[src/rtl/tdb_pkg.sv]
package tdb_pkg;

  typedef enum logic [1:0] {
    MODE_BYPASS = 2'd0,
    MODE_SYNC   = 2'd1,
    MODE_ASYNC  = 2'd2,
    MODE_MAJ    = 2'd3
  } tdb_mode_e;

  // Vote mode wins over early-pass mode; filtering off wins over both.
  function automatic tdb_mode_e decode_mode(input logic en, input logic maj, input logic asy);
    if (!en)      return MODE_BYPASS;
    else if (maj) return MODE_MAJ;
    else if (asy) return MODE_ASYNC;
    else          return MODE_SYNC;
  endfunction

endpackage

[src/rtl/tdb_sync.sv]
module tdb_sync #(
  parameter int STAGES = 2
) (
  input  logic clk,
  input  logic rst_n,
  input  logic d,
  output logic q
);
  logic [STAGES-1:0] chain;

  generate
    if (STAGES == 1) begin : g_one
      always_ff @(posedge clk or negedge rst_n) begin
        if (!rst_n) chain <= '0;
        else        chain <= d;
      end
    end else begin : g_many
      always_ff @(posedge clk or negedge rst_n) begin
        if (!rst_n) chain <= '0;
        else        chain <= {chain[STAGES-2:0], d};
      end
    end
  endgenerate

  assign q = chain[STAGES-1];
endmodule

[src/rtl/tdb_tick_div.sv]
module tdb_tick_div #(
  parameter int SEL_W = 3
) (
  input  logic             clk,
  input  logic             rst_n,
  input  logic [SEL_W-1:0] sel,
  output logic             tick
);
  localparam int CNT_W = 1 << SEL_W;

  logic [CNT_W-1:0] cnt;
  logic [CNT_W-1:0] mask;

  always_ff @(posedge clk or negedge rst_n) begin
    if (!rst_n) cnt <= '0;
    else        cnt <= cnt + CNT_W'(1);
  end

  // Low sel+1 bits all ones marks the last cycle of each period.
  always_comb begin
    mask = {CNT_W{1'b1}} >> (CNT_W - 1 - int'(sel));
    tick = ((cnt & mask) == mask);
  end

  a_r4_tick_gap: assert property (@(posedge clk) disable iff (!rst_n)
    tick |=> !tick);
endmodule

[src/rtl/tdb_filter.sv]
module tdb_filter
  import tdb_pkg::*;
#(
  parameter int STABLE_TICKS = 4,
  parameter int VOTE_N       = 3
) (
  input  logic      clk,
  input  logic      rst_n,
  input  tdb_mode_e mode,
  input  logic      tick,
  input  logic      s,
  output logic      detect
);
  localparam int RUN_W = $clog2(STABLE_TICKS + 1);
  localparam logic [RUN_W-1:0] RUN_FULL = RUN_W'(STABLE_TICKS);

  logic              lvl, lvl_n;
  logic              cand, cand_n, cand_t;
  logic [RUN_W-1:0]  run, run_n, run_t;
  logic              blocked, blocked_n;
  logic [VOTE_N-1:0] votes, votes_n, votes_t;
  logic              vote_lvl, stable_hit, detect_n;

  // Tick-sampled run tracker and vote window.
  always_comb begin
    if (s == cand) begin
      cand_t = cand;
      run_t  = (run == RUN_FULL) ? run : run + RUN_W'(1);
    end else begin
      cand_t = s;
      run_t  = RUN_W'(1);
    end
    votes_t    = {votes[VOTE_N-2:0], s};
    vote_lvl   = ($countones(votes_t) > (VOTE_N / 2));
    stable_hit = tick && (run_t == RUN_FULL);
  end

  always_comb begin
    lvl_n     = lvl;
    cand_n    = cand;
    run_n     = run;
    votes_n   = votes;
    blocked_n = 1'b0;
    if (tick) begin
      cand_n  = cand_t;
      run_n   = run_t;
      votes_n = votes_t;
    end
    unique case (mode)
      MODE_BYPASS: lvl_n = s;
      MODE_SYNC:   if (stable_hit) lvl_n = s;
      MODE_MAJ:    if (tick) lvl_n = vote_lvl;
      MODE_ASYNC: begin
        if (!blocked) begin
          if (s != lvl) begin
            lvl_n     = s;
            blocked_n = 1'b1;
            cand_n    = s;
            run_n     = '0;
          end
        end else begin
          blocked_n = !stable_hit;
        end
      end
      default: lvl_n = lvl;
    endcase
    detect_n = lvl_n & ~lvl;
  end

  always_ff @(posedge clk or negedge rst_n) begin
    if (!rst_n) begin
      lvl     <= 1'b0;
      cand    <= 1'b0;
      run     <= RUN_FULL;
      blocked <= 1'b0;
      votes   <= '0;
      detect  <= 1'b0;
    end else begin
      lvl     <= lvl_n;
      cand    <= cand_n;
      run     <= run_n;
      blocked <= blocked_n;
      votes   <= votes_n;
      detect  <= detect_n;
    end
  end

  a_r9_single_strobe: assert property (@(posedge clk) disable iff (!rst_n)
    detect |=> !detect);
  a_r1_bypass_pass: assert property (@(posedge clk) disable iff (!rst_n)
    (mode == MODE_BYPASS && s && !lvl) |=> detect);
  a_r5_sync_on_tick: assert property (@(posedge clk) disable iff (!rst_n)
    (mode == MODE_SYNC && !tick) |=> $stable(lvl));
  a_r7_vote_on_tick: assert property (@(posedge clk) disable iff (!rst_n)
    (mode == MODE_MAJ && !tick) |=> $stable(lvl));
  a_r6_holdoff: assert property (@(posedge clk) disable iff (!rst_n)
    (mode == MODE_ASYNC && blocked) |=> $stable(lvl));
endmodule

[src/rtl/tamper_debounce_top.sv]
module tamper_debounce_top
  import tdb_pkg::*;
#(
  parameter int SEL_W        = 3,
  parameter int SYNC_STAGES  = 2,
  parameter int STABLE_TICKS = 4,
  parameter int VOTE_N       = 3
) (
  input  logic             clk,
  input  logic             rst_n,
  input  logic             pin_raw,
  input  logic             pol_high,
  input  logic             deb_en,
  input  logic             maj_en,
  input  logic             async_en,
  input  logic [SEL_W-1:0] freq_sel,
  output logic             detect
);
  logic      act_raw;
  logic      act_s;
  logic      tick;
  tdb_mode_e mode;

  // Normalize before the synchronizer so reset zeros mean "inactive" for either polarity.
  assign act_raw = pol_high ? pin_raw : ~pin_raw;
  assign mode    = decode_mode(deb_en, maj_en, async_en);

  tdb_sync #(.STAGES(SYNC_STAGES)) u_sync (
    .clk(clk), .rst_n(rst_n), .d(act_raw), .q(act_s)
  );

  tdb_tick_div #(.SEL_W(SEL_W)) u_div (
    .clk(clk), .rst_n(rst_n), .sel(freq_sel), .tick(tick)
  );

  tdb_filter #(.STABLE_TICKS(STABLE_TICKS), .VOTE_N(VOTE_N)) u_filt (
    .clk(clk), .rst_n(rst_n), .mode(mode), .tick(tick), .s(act_s), .detect(detect)
  );

  a_r8_vote_priority: assert property (@(posedge clk) disable iff (!rst_n)
    (deb_en && maj_en) |-> (mode == MODE_MAJ));
endmodule

[config.mk]
export PLATFORM = sky130hd
export DESIGN_NAME = tamper_debounce_top
export DESIGN_NICKNAME = d
export VERILOG_FILES = /design/src/rtl/tdb_pkg.sv /design/src/rtl/tdb_sync.sv /design/src/rtl/tdb_tick_div.sv /design/src/rtl/tdb_filter.sv /design/src/rtl/tamper_debounce_top.sv
export SDC_FILE = /design/constraint.sdc
export NUM_CORES = 1
export LEC_CHECK = 0
export ABC_CLOCK_PERIOD_IN_PS = 4400
export CORE_MARGIN = 2
export CORE_UTILIZATION = 58
export CTS_CLUSTER_DIAMETER = 100
export DETAILED_ROUTE_END_ITERATION = 10
export PLACE_DENSITY = 0.82
export SYNTH_ARGS = -nofsm -noshare
export SYNTH_HDL_FRONTEND = slang
export SYNTH_HIERARCHICAL = 1
export SYNTH_SLANG_ARGS = --single-unit
export TNS_END_PERCENT = 100
[constraint.sdc]
create_clock -name clk -period 4.4 [get_ports clk]
set_input_delay 0.66 -clock clk [delete_from_list [all_inputs] [get_ports clk]]
set_output_delay 0.66 -clock clk [all_outputs]
set_load 0.02 [all_outputs]
==> results of run 1 <==
## sequential cells by signal, summed over array words and instances (netlist names)
signal and count:
u_div/cnt 8, u_filt/run 3, u_filt/votes 2, u_sync/chain 2, u_filt/blocked 1, u_filt/cand 1, u_filt/detect 1, u_filt/lvl 1
## routing by layer
metal	share of wire	track usage	up-vias
li1	-	-	370
met1	0.48	0.281	358
met2	0.47	0.328	23
met3	0.037	0.0397	4
met4	0.015	0.103	0
met5	0	0	-
## logic make-up after synthesis
kind of cell	share of synthesized area
adder cells (fa/ha/maj)	0.0491
buffers and inverters	0.0344
AND/OR/NAND/NOR	0.174
flip-flops	0.468
XOR/XNOR	0.0774
multiplexers	0.0332
AO/OA/AOI/OAI	0.163
## layout by cell type, fill, tap and decap left out, types with 2 or more instances in the layout
cell type                         instances
sky130_fd_sc_hd__ha_1                     4
sky130_fd_sc_hd__nand4_1                  3
sky130_fd_sc_hd__o21ai_0                  4
sky130_fd_sc_hd__xnor2_1                  7
sky130_fd_sc_hd__nand3_1                  3
sky130_fd_sc_hd__a31oi_1                  2
sky130_fd_sc_hd__nor3_1                   2
sky130_fd_sc_hd__mux2_2                   2
sky130_fd_sc_hd__o211ai_1                 2
sky130_fd_sc_hd__clkbuf_4                 3
sky130_fd_sc_hd__a21oi_1                  9
sky130_fd_sc_hd__clkdlybuf4s50_1         10
sky130_fd_sc_hd__nor2_2                   2
sky130_fd_sc_hd__xor2_1                   2
sky130_fd_sc_hd__dfrtp_1                 18
sky130_fd_sc_hd__nor2_1                   4
sky130_fd_sc_hd__nand3b_1                 3
sky130_fd_sc_hd__nor2b_1                  2
sky130_fd_sc_hd__inv_1                    8
## worst paths after layout
| check | end | slack, ns | cells past startpoint |
|---|---|---|---|
| max in group asynchronous | u_div/cnt[6] | 3.05 | 1 |
| worst max-delay path | u_filt/detect | 2.05 | 8 |
| min in group asynchronous | u_filt/lvl | 0.84 | 1 |
| worst min register to register | u_sync/chain[1] | 0.37 | 0 |
| worst max register to register | u_filt/detect | 2.46 | 7 |
| worst min-delay path | u_sync/chain[1] | 0.37 | 0 |
## power by group through the flow
stage / sequential, W / combinational [W] / clock [W]
final: 0.000217 / 0.000106 / 0.0000855
after floorplan: 0.000217 / 0.0000744 / 0
after detailed placement: 0.000221 / 0.000105 / 0
after global routing: 0.000220 / 0.000118 / 0.0000977
after CTS: 0.000217 / 0.000106 / 0.0000906
after global placement: 0.000218 / 0.000102 / 0
## worst max-delay path, cell delays in order
cell	delay (ns)
sky130_fd_sc_hd__clkdlybuf4s50_1	0.49
sky130_fd_sc_hd__nor2_1	0.13
sky130_fd_sc_hd__o21ai_0	0.10
sky130_fd_sc_hd__o31ai_1	0.11
sky130_fd_sc_hd__o211a_1	0.41
sky130_fd_sc_hd__o211ai_1	0.18
sky130_fd_sc_hd__a2111o_1	0.33
sky130_fd_sc_hd__a21oi_1	0.15
## stage by stage
stage | util | cell area, sq um | instances
2_1_floorplan | - | 1020 | 96
3_3_place_gp | 0.672 | 1130 | 122
3_5_place_dp | 0.672 | 1130 | 122
4_1_cts | 0.687 | 1160 | 126
5_1_grt | 0.687 | 1160 | 126
6_report | 0.687 | 1160 | 126
## layout make-up
type	instances	area [sq um]	share of cell area
Sequential cell	19	477	0.411
Multi-Input combinational cell	68	507	0.436
Clock buffer	4	26.3	0.0226
Timing Repair Buffer	10	100	0.0862
Tap cell	17	21.3	0.0183
Inverter	8	30.0	0.0259
==> results.txt, run 1 <==
The worst setup path is of the primary input to register kind. The final worst hold slack came out at 0.368 ns. The worst IR drop on VDD is 0.000203 V. Power spread over the standard cell area amounts to 352 nW/um^2.

The via count of the first global-routing pass is 737. The number of warnings issued by yosys came out at 6. The switching power total came out at 0.000123 W. The number of H-tree branching levels came out at 1.

The startpoint identified for the worst register-to-register timing path is u_div/cnt[3]. The post-CTS setup-driven buffer insertion count came out at 0. The CTS clock-pin slew for the worst setup and hold paths is 0.10 ns. The row count came out at 15.

The core area came out at 1690 sq um. The maximum root-to-sink buffer count is 2. The first detailed-routing pass took 5 iterations. The maximum fanout along the worst path is 10. TritonCTS built the clock tree. The part of the power in the clock network is 0.209.

The ratio of routed vias to standard cells came out at 5.99. The CTS buffer count is 3. The setup total negative slack is 0 ns. The aggregate global routing overflow is 0.

The global-route wire length before repair is 3100 um. The number of pins with negative max-slew slack in the final report came out at 0. The biggest area contributor in the post-synthesis netlist is sky130_fd_sc_hd__dfrtp_1. The number of antenna diodes in the final layout is 0. Counting flops with a built-in enable in the synthesized netlist gives 0. The number of antenna violations at the first check in global routing came out at 0. The die width is 45.9 um. The total wire length is 1840 um. Before CTS, the worst setup slack after placement is 1.75 ns. The boundary pin count came out at 11. The layout cell share with drive strength beyond 1 is 0.110. The maximum clock skew at final layout is 0.00300 ns. The count of nets after finishing came out at 124.

The sequential share of the synthesized area came out at 0.468. The flow ran to the end, and the final reports show no timing, DRC or antenna violations. The synthesized design contains 19 register bits. Once detail routing completed, the nets flagged for antenna violations numbered 0.

The cell sitting at the root of the clock tree is a sky130_fd_sc_hd__clkbuf_4. STA classifies the critical path startpoint as a primary input. The data required time at the worst endpoint is 4.62 ns. The hold-fix buffer count after cts is 0. The analysis attributes to cell leakage a power of 0.486 nW.

The distinct cell type count after synthesis came out at 36. For this run, design rule violations remaining after detail routing come to 0. The max-capacitance violation count is 0. At the end of routability-driven placement, the weighted congestion stood at 0.813. The switching power as a share of total power came out at 0.302. Of the total power, registers draw 0.532. The CTS sink count came out at 19.

Overall power consumption after layout is estimated at 0.000408 W. The area of the mapped netlist came out at 1020 sq um. The final period demand of the worst path is 2.35 ns. The share of the synthesized area in the top cell type came out at 0.442. The clock latency on the worst-skew pair came out at 0.29 ns. The layout-stage area growth over the synthesis result came out at 14.0%.

The post-DP HPWL is 1370 um. The final cycle utilization of the critical path came out at 0.534. The most frequent cell after synthesis is sky130_fd_sc_hd__dfrtp_1. The post-synthesis average cell area is 10.6 sq um. The worst slew margin relative to its limit came out at 0.446. Measured along the y axis, the die boundary spans 45.9 um.

The share of total power dissipated in combinational logic is 0.259. During placement, the flow inserted port buffers numbering 10. Tracing the worst setup path back leads to its startpoint at freq_sel[1]. At the worst endpoint, the arrival time is 2.57 ns. In the global route stage, overall resource usage came out at 0.211. The number of endpoints failing setup at the final stage is 0. The count of filler cells inserted in the layout came out at 131.

Synthesis handed over a netlist of 96 instances. The number of endpoints with negative hold slack in the final report is 0. The tightest min-delay check is of the register to register type. The total via count in the routed design came out at 755.

The area of the die came out at 2110 sq um. The least setup slack across all paths after layout is 2.05 ns. The internal portion of total power is 0.000285 W. The peak clock frequency supported by timing came out at 0.426 GHz. By count the netlist is led by sky130_fd_sc_hd__dfrtp_1, sky130_fd_sc_hd__a21oi_1, sky130_fd_sc_hd__inv_1. At the pin with the least slew margin, the transition time is 0.828 ns.

Entering global routing, the biggest net connects 20 pins. The DRC marker count from the first detailed-route iteration came out at 15. The share of synthesized flip-flops with an asynchronous set or reset is 1.00. The worst hold path begins at u_sync/chain[0]. Ranked by total cell area, the synthesized netlist is headed by sky130_fd_sc_hd__dfrtp_1, sky130_fd_sc_hd__xnor2_1, sky130_fd_sc_hd__ha_1.

Setup repair after global routing left no endpoint under its margin. The net count of the mapped netlist is 110. Among all flip-flop cells after synthesis, the most frequent one is sky130_fd_sc_hd__dfrtp_1. The starting utilization of the core area is 0.603. The worst setup path is captured at a register.

After clock tree synthesis, the repair step resized 0 gates. The detail-routed net length per standard cell is 14.6 um.
Power figures use the tool's default switching activity.
==> run 2, diff against run 1 <==
--- a/config.mk
+++ b/config.mk
@@ -5,12 +5,12 @@
 export SDC_FILE = /design/constraint.sdc
 export NUM_CORES = 1
 export LEC_CHECK = 0
-export ABC_CLOCK_PERIOD_IN_PS = 4400
+export ABC_CLOCK_PERIOD_IN_PS = 2450
 export CORE_MARGIN = 2
-export CORE_UTILIZATION = 58
+export CORE_UTILIZATION = 54
 export CTS_CLUSTER_DIAMETER = 100
 export DETAILED_ROUTE_END_ITERATION = 10
-export PLACE_DENSITY = 0.82
+export PLACE_DENSITY = 0.77
 export SYNTH_ARGS = -nofsm -noshare
 export SYNTH_HDL_FRONTEND = slang
 export SYNTH_HIERARCHICAL = 1
==> constraint.sdc (replaced) <==
create_clock -name clk -period 2.45 [get_ports clk]
set_input_delay 0.3675 -clock clk [delete_from_list [all_inputs] [get_ports clk]]
set_output_delay 0.3675 -clock clk [all_outputs]
set_load 0.02 [all_outputs]
==> run 2 against run 1 <==
Count of clock-buffer cells in the layout unchanged. Clock skew increased by 0.0017 ns. Core utilization decreased by 1.6 points. Critical path depth unchanged. Non-clock buffer count unchanged. Global-route usage decreased by 3.5 points. Sequential cell count unchanged. Critical path type unchanged. Largest power group unchanged.
==> results.txt, run 2 (synthesis results as in run 1) <==
The aggregate global routing overflow is 0 (unchanged). The max-capacitance violation count came out at 0 (unchanged). The internal portion of total power was 0.000511 W (+79%). Setup repair after global routing left no endpoint under its margin. The worst setup path is captured at a register. The final worst hold slack is 0.361 ns (-0.00706 ns). The count of nets after finishing came out at 124 (unchanged). The total via count in the routed design was 710 (-6.0%). The switching power as a share of total power is 0.297 (-0.00458). The library cells used most frequently in the layout, excluding fill and tap cells, are sky130_fd_sc_hd__dfrtp_1, sky130_fd_sc_hd__clkdlybuf4s50_1, sky130_fd_sc_hd__a21oi_1. The instance area at placement came out at 1140 sq um (+0.88%). The count of filler cells inserted in the layout is 144 (+9.9%). The count of buffer and inverter cells on the critical path is 1 (unchanged). The clock tree from TritonCTS is built. The maximum root-to-sink buffer count came out at 2 (unchanged). The number of H-tree branching levels is 1 (unchanged).

The library cell used most frequently in the layout, excluding fill and tap cells, is sky130_fd_sc_hd__dfrtp_1. The global-route wire length before repair is 2680 um (-13%). The share of power burned in combinational logic was 0.257 (-0.002).

The CTS sink count is 19 (unchanged). The flow ran to the end, and the final reports show no timing, DRC or antenna violations. The post-DP HPWL came out at 1330 um (-2.6%). The layout cell share with drive strength beyond 1 came to 0.110 (unchanged). The row count is 15 (unchanged). The standby leakage power is 0.486 nW (unchanged). The switching power total came out at 0.000216 W (+75%). The number of gates given a new drive strength after cts came out at 0 (unchanged). The part of the power in the clock network was 0.208 (about the same). The post-layout instance count excluding filler cells came out at 134 (+6.3%). The antenna violation net count after detailed routing came out at 0 (unchanged). The number of endpoints with negative hold slack in the final report came out at 0 (unchanged). The boundary pin count came to 11 (unchanged). Of the available clock period, the critical path in the final layout requires 0.810. In the final layout, the registers with the most flip-flops are u_div/cnt (8), u_filt/run (3). The data arrival time of the critical path came out at 2.20 ns (-0.37 ns). The critical path launch point type is a primary input. The worst slew margin relative to its limit was 0.464 (+0.0180). The clock latency on the worst-skew pair came out at 0.29 ns (about the same).

Among all stages on the critical path, the largest delay is contributed by sky130_fd_sc_hd__clkdlybuf4s50_1. The utilization of the core after routing came out at 0.671 (-0.0164). For the finished layout, the period the worst path requires is 1.98 ns. The final design instance area without fill is 1170 sq um (+0.86%). The maximum clock skew at final layout is 0.00474 ns (+0.00174 ns). The detail-routed net length per standard cell is 13.1 um (-10%).

The slew at the pin closest to its max-slew limit was 0.801 ns (-0.0269 ns). The layout-stage area growth over the synthesis result is 15.0%. The starting utilization of the core area is 0.584 (-0.0195). The overall routing resource usage is 0.175 (-0.0354). The critical path goes through clkdlybuf4s50_1 -> nor2_1 -> o21ai_1 -> a21oi_1 -> o211a_1 -> o211ai_1 -> a2111o_1 -> a21oi_1.

The largest net degree at the start of global routing came out at 20 (unchanged). The part of the total power dissipated in sequential elements is 0.535 (+0.003). The critical path is of the primary input to register type. The hold-fix buffer count after cts is 0 (unchanged). The worst IR drop on VDD came to 0.000407 V (+100%). The longest individual stage delay on the worst path is 0.48 ns (about the same). The area of the die came out at 2250 sq um (+6.8%).

The antenna diode count is 0 (unchanged). The ratio of routed vias to standard cells is 5.30 (-12%). The root buffer selected by CTS is sky130_fd_sc_hd__clkbuf_4. The maximum fanout along the worst path came out at 10 (unchanged).

The worst hold path belongs to the class register to register. More flip-flops sit in one register than any other, and that register is u_div/cnt. Among the stages of the critical path, the cell type that occurs most often is sky130_fd_sc_hd__a21oi_1.

The last weighted congestion value of the routability-driven placer came out at 0.793 (-2.4%). The number of endpoints failing setup at the final stage is 0 (unchanged). The register-to-register setup slack is 0.54 ns (-1.92 ns). The number of pins with negative max-slew slack in the final report is 0 (unchanged). The core area is 1750 sq um (+3.3%). The number of cells after detailed placement is 130 (+6.6%). The number of antenna violations at the first check in global routing is 0 (unchanged). The setup total negative slack was 0 ns (unchanged).

The number of design rule violations left after detail routing is 0 (unchanged). The first-pass detailed-route iteration total came to 4 (-1). The total wire length was 1760 um (-4.4%). The ratio of total power to cell area is 621 nW/um^2 (+77%). The DRC marker count from the first detailed-route iteration came out at 23 (+8). The quantity of I/O buffers inserted on ports came out at 10 (unchanged). The cell family contributing the most delay on the critical path is compound AO/OA/AOI/OAI gates. The post-CTS setup-driven buffer insertion count came to 0 (unchanged). The CTS buffer count is 3 (unchanged). The via count of the first global-routing pass came out at 618 (-16%). The number of flip-flops under the largest register name came out at 8 (unchanged).

The die boundary height came out at 47.4 um (+3.3%). The CTS clock-pin slew for the worst setup and hold paths is 0.10 ns (about the same). The data required time at the worst endpoint is 2.67 ns (-1.95 ns). The die width is 47.4 um (+3.3%). Based on the critical path, the design can be clocked at up to 0.504 GHz.
run 2: cell counts in the layout (fill, tap and decap cells not counted):
Identical to the previous run, type by type.
run 2: final timing paths:
path                                 start         endpoint  cells after the start
setup / recovery               freq_sel[1]    u_filt/detect                      8
max in group asynchronous            rst_n       u_filt/lvl                      1
min in group asynchronous            rst_n     u_div/cnt[4]                      1
hold reg to reg            u_sync/chain[0]  u_sync/chain[1]                      0
setup reg to reg              u_div/cnt[3]    u_filt/detect                      7
hold / removal             u_sync/chain[0]  u_sync/chain[1]                      0
run 2: layout make-up:
class                   count  area, sq um  share of cell area
inverters                   8         30.0              0.0256
repair buffers             10          100              0.0855
clock buffers               4         26.3              0.0224
well taps                  25         31.3              0.0267
multi-input cells          68          507               0.433
flip-flops and latches     19          477               0.407
run 2: through the flow:
stage	setup WS (ns)	power (W)
2_1_floorplan	0.778	0.000523
3_3_place_gp	0.256	0.000578
3_5_place_dp	0.190	0.000582
4_1_cts	0.495	0.000736
5_1_grt	0.326	0.000778
6_report	0.466	0.000728
run 2: power groups by stage:
stage	Combinational [W]	Clock (W)	Sequential (W)
floorplan	0.000134	0	0.000389
global placement	0.000185	0	0.000393
detailed placement	0.000186	0	0.000396
CTS	0.000188	0.000159	0.000389
global route	0.000209	0.000174	0.000396
finish	0.000187	0.000151	0.000389
run 2: metal layers:
| layer | GRT usage | share of wire |
|---|---|---|
| met2 | 0.257 | 0.46 |
| met5 | 0 | 0 |
| met4 | 0.100 | 0.0068 |
| met1 | 0.250 | 0.51 |
| met3 | 0.0226 | 0.022 |
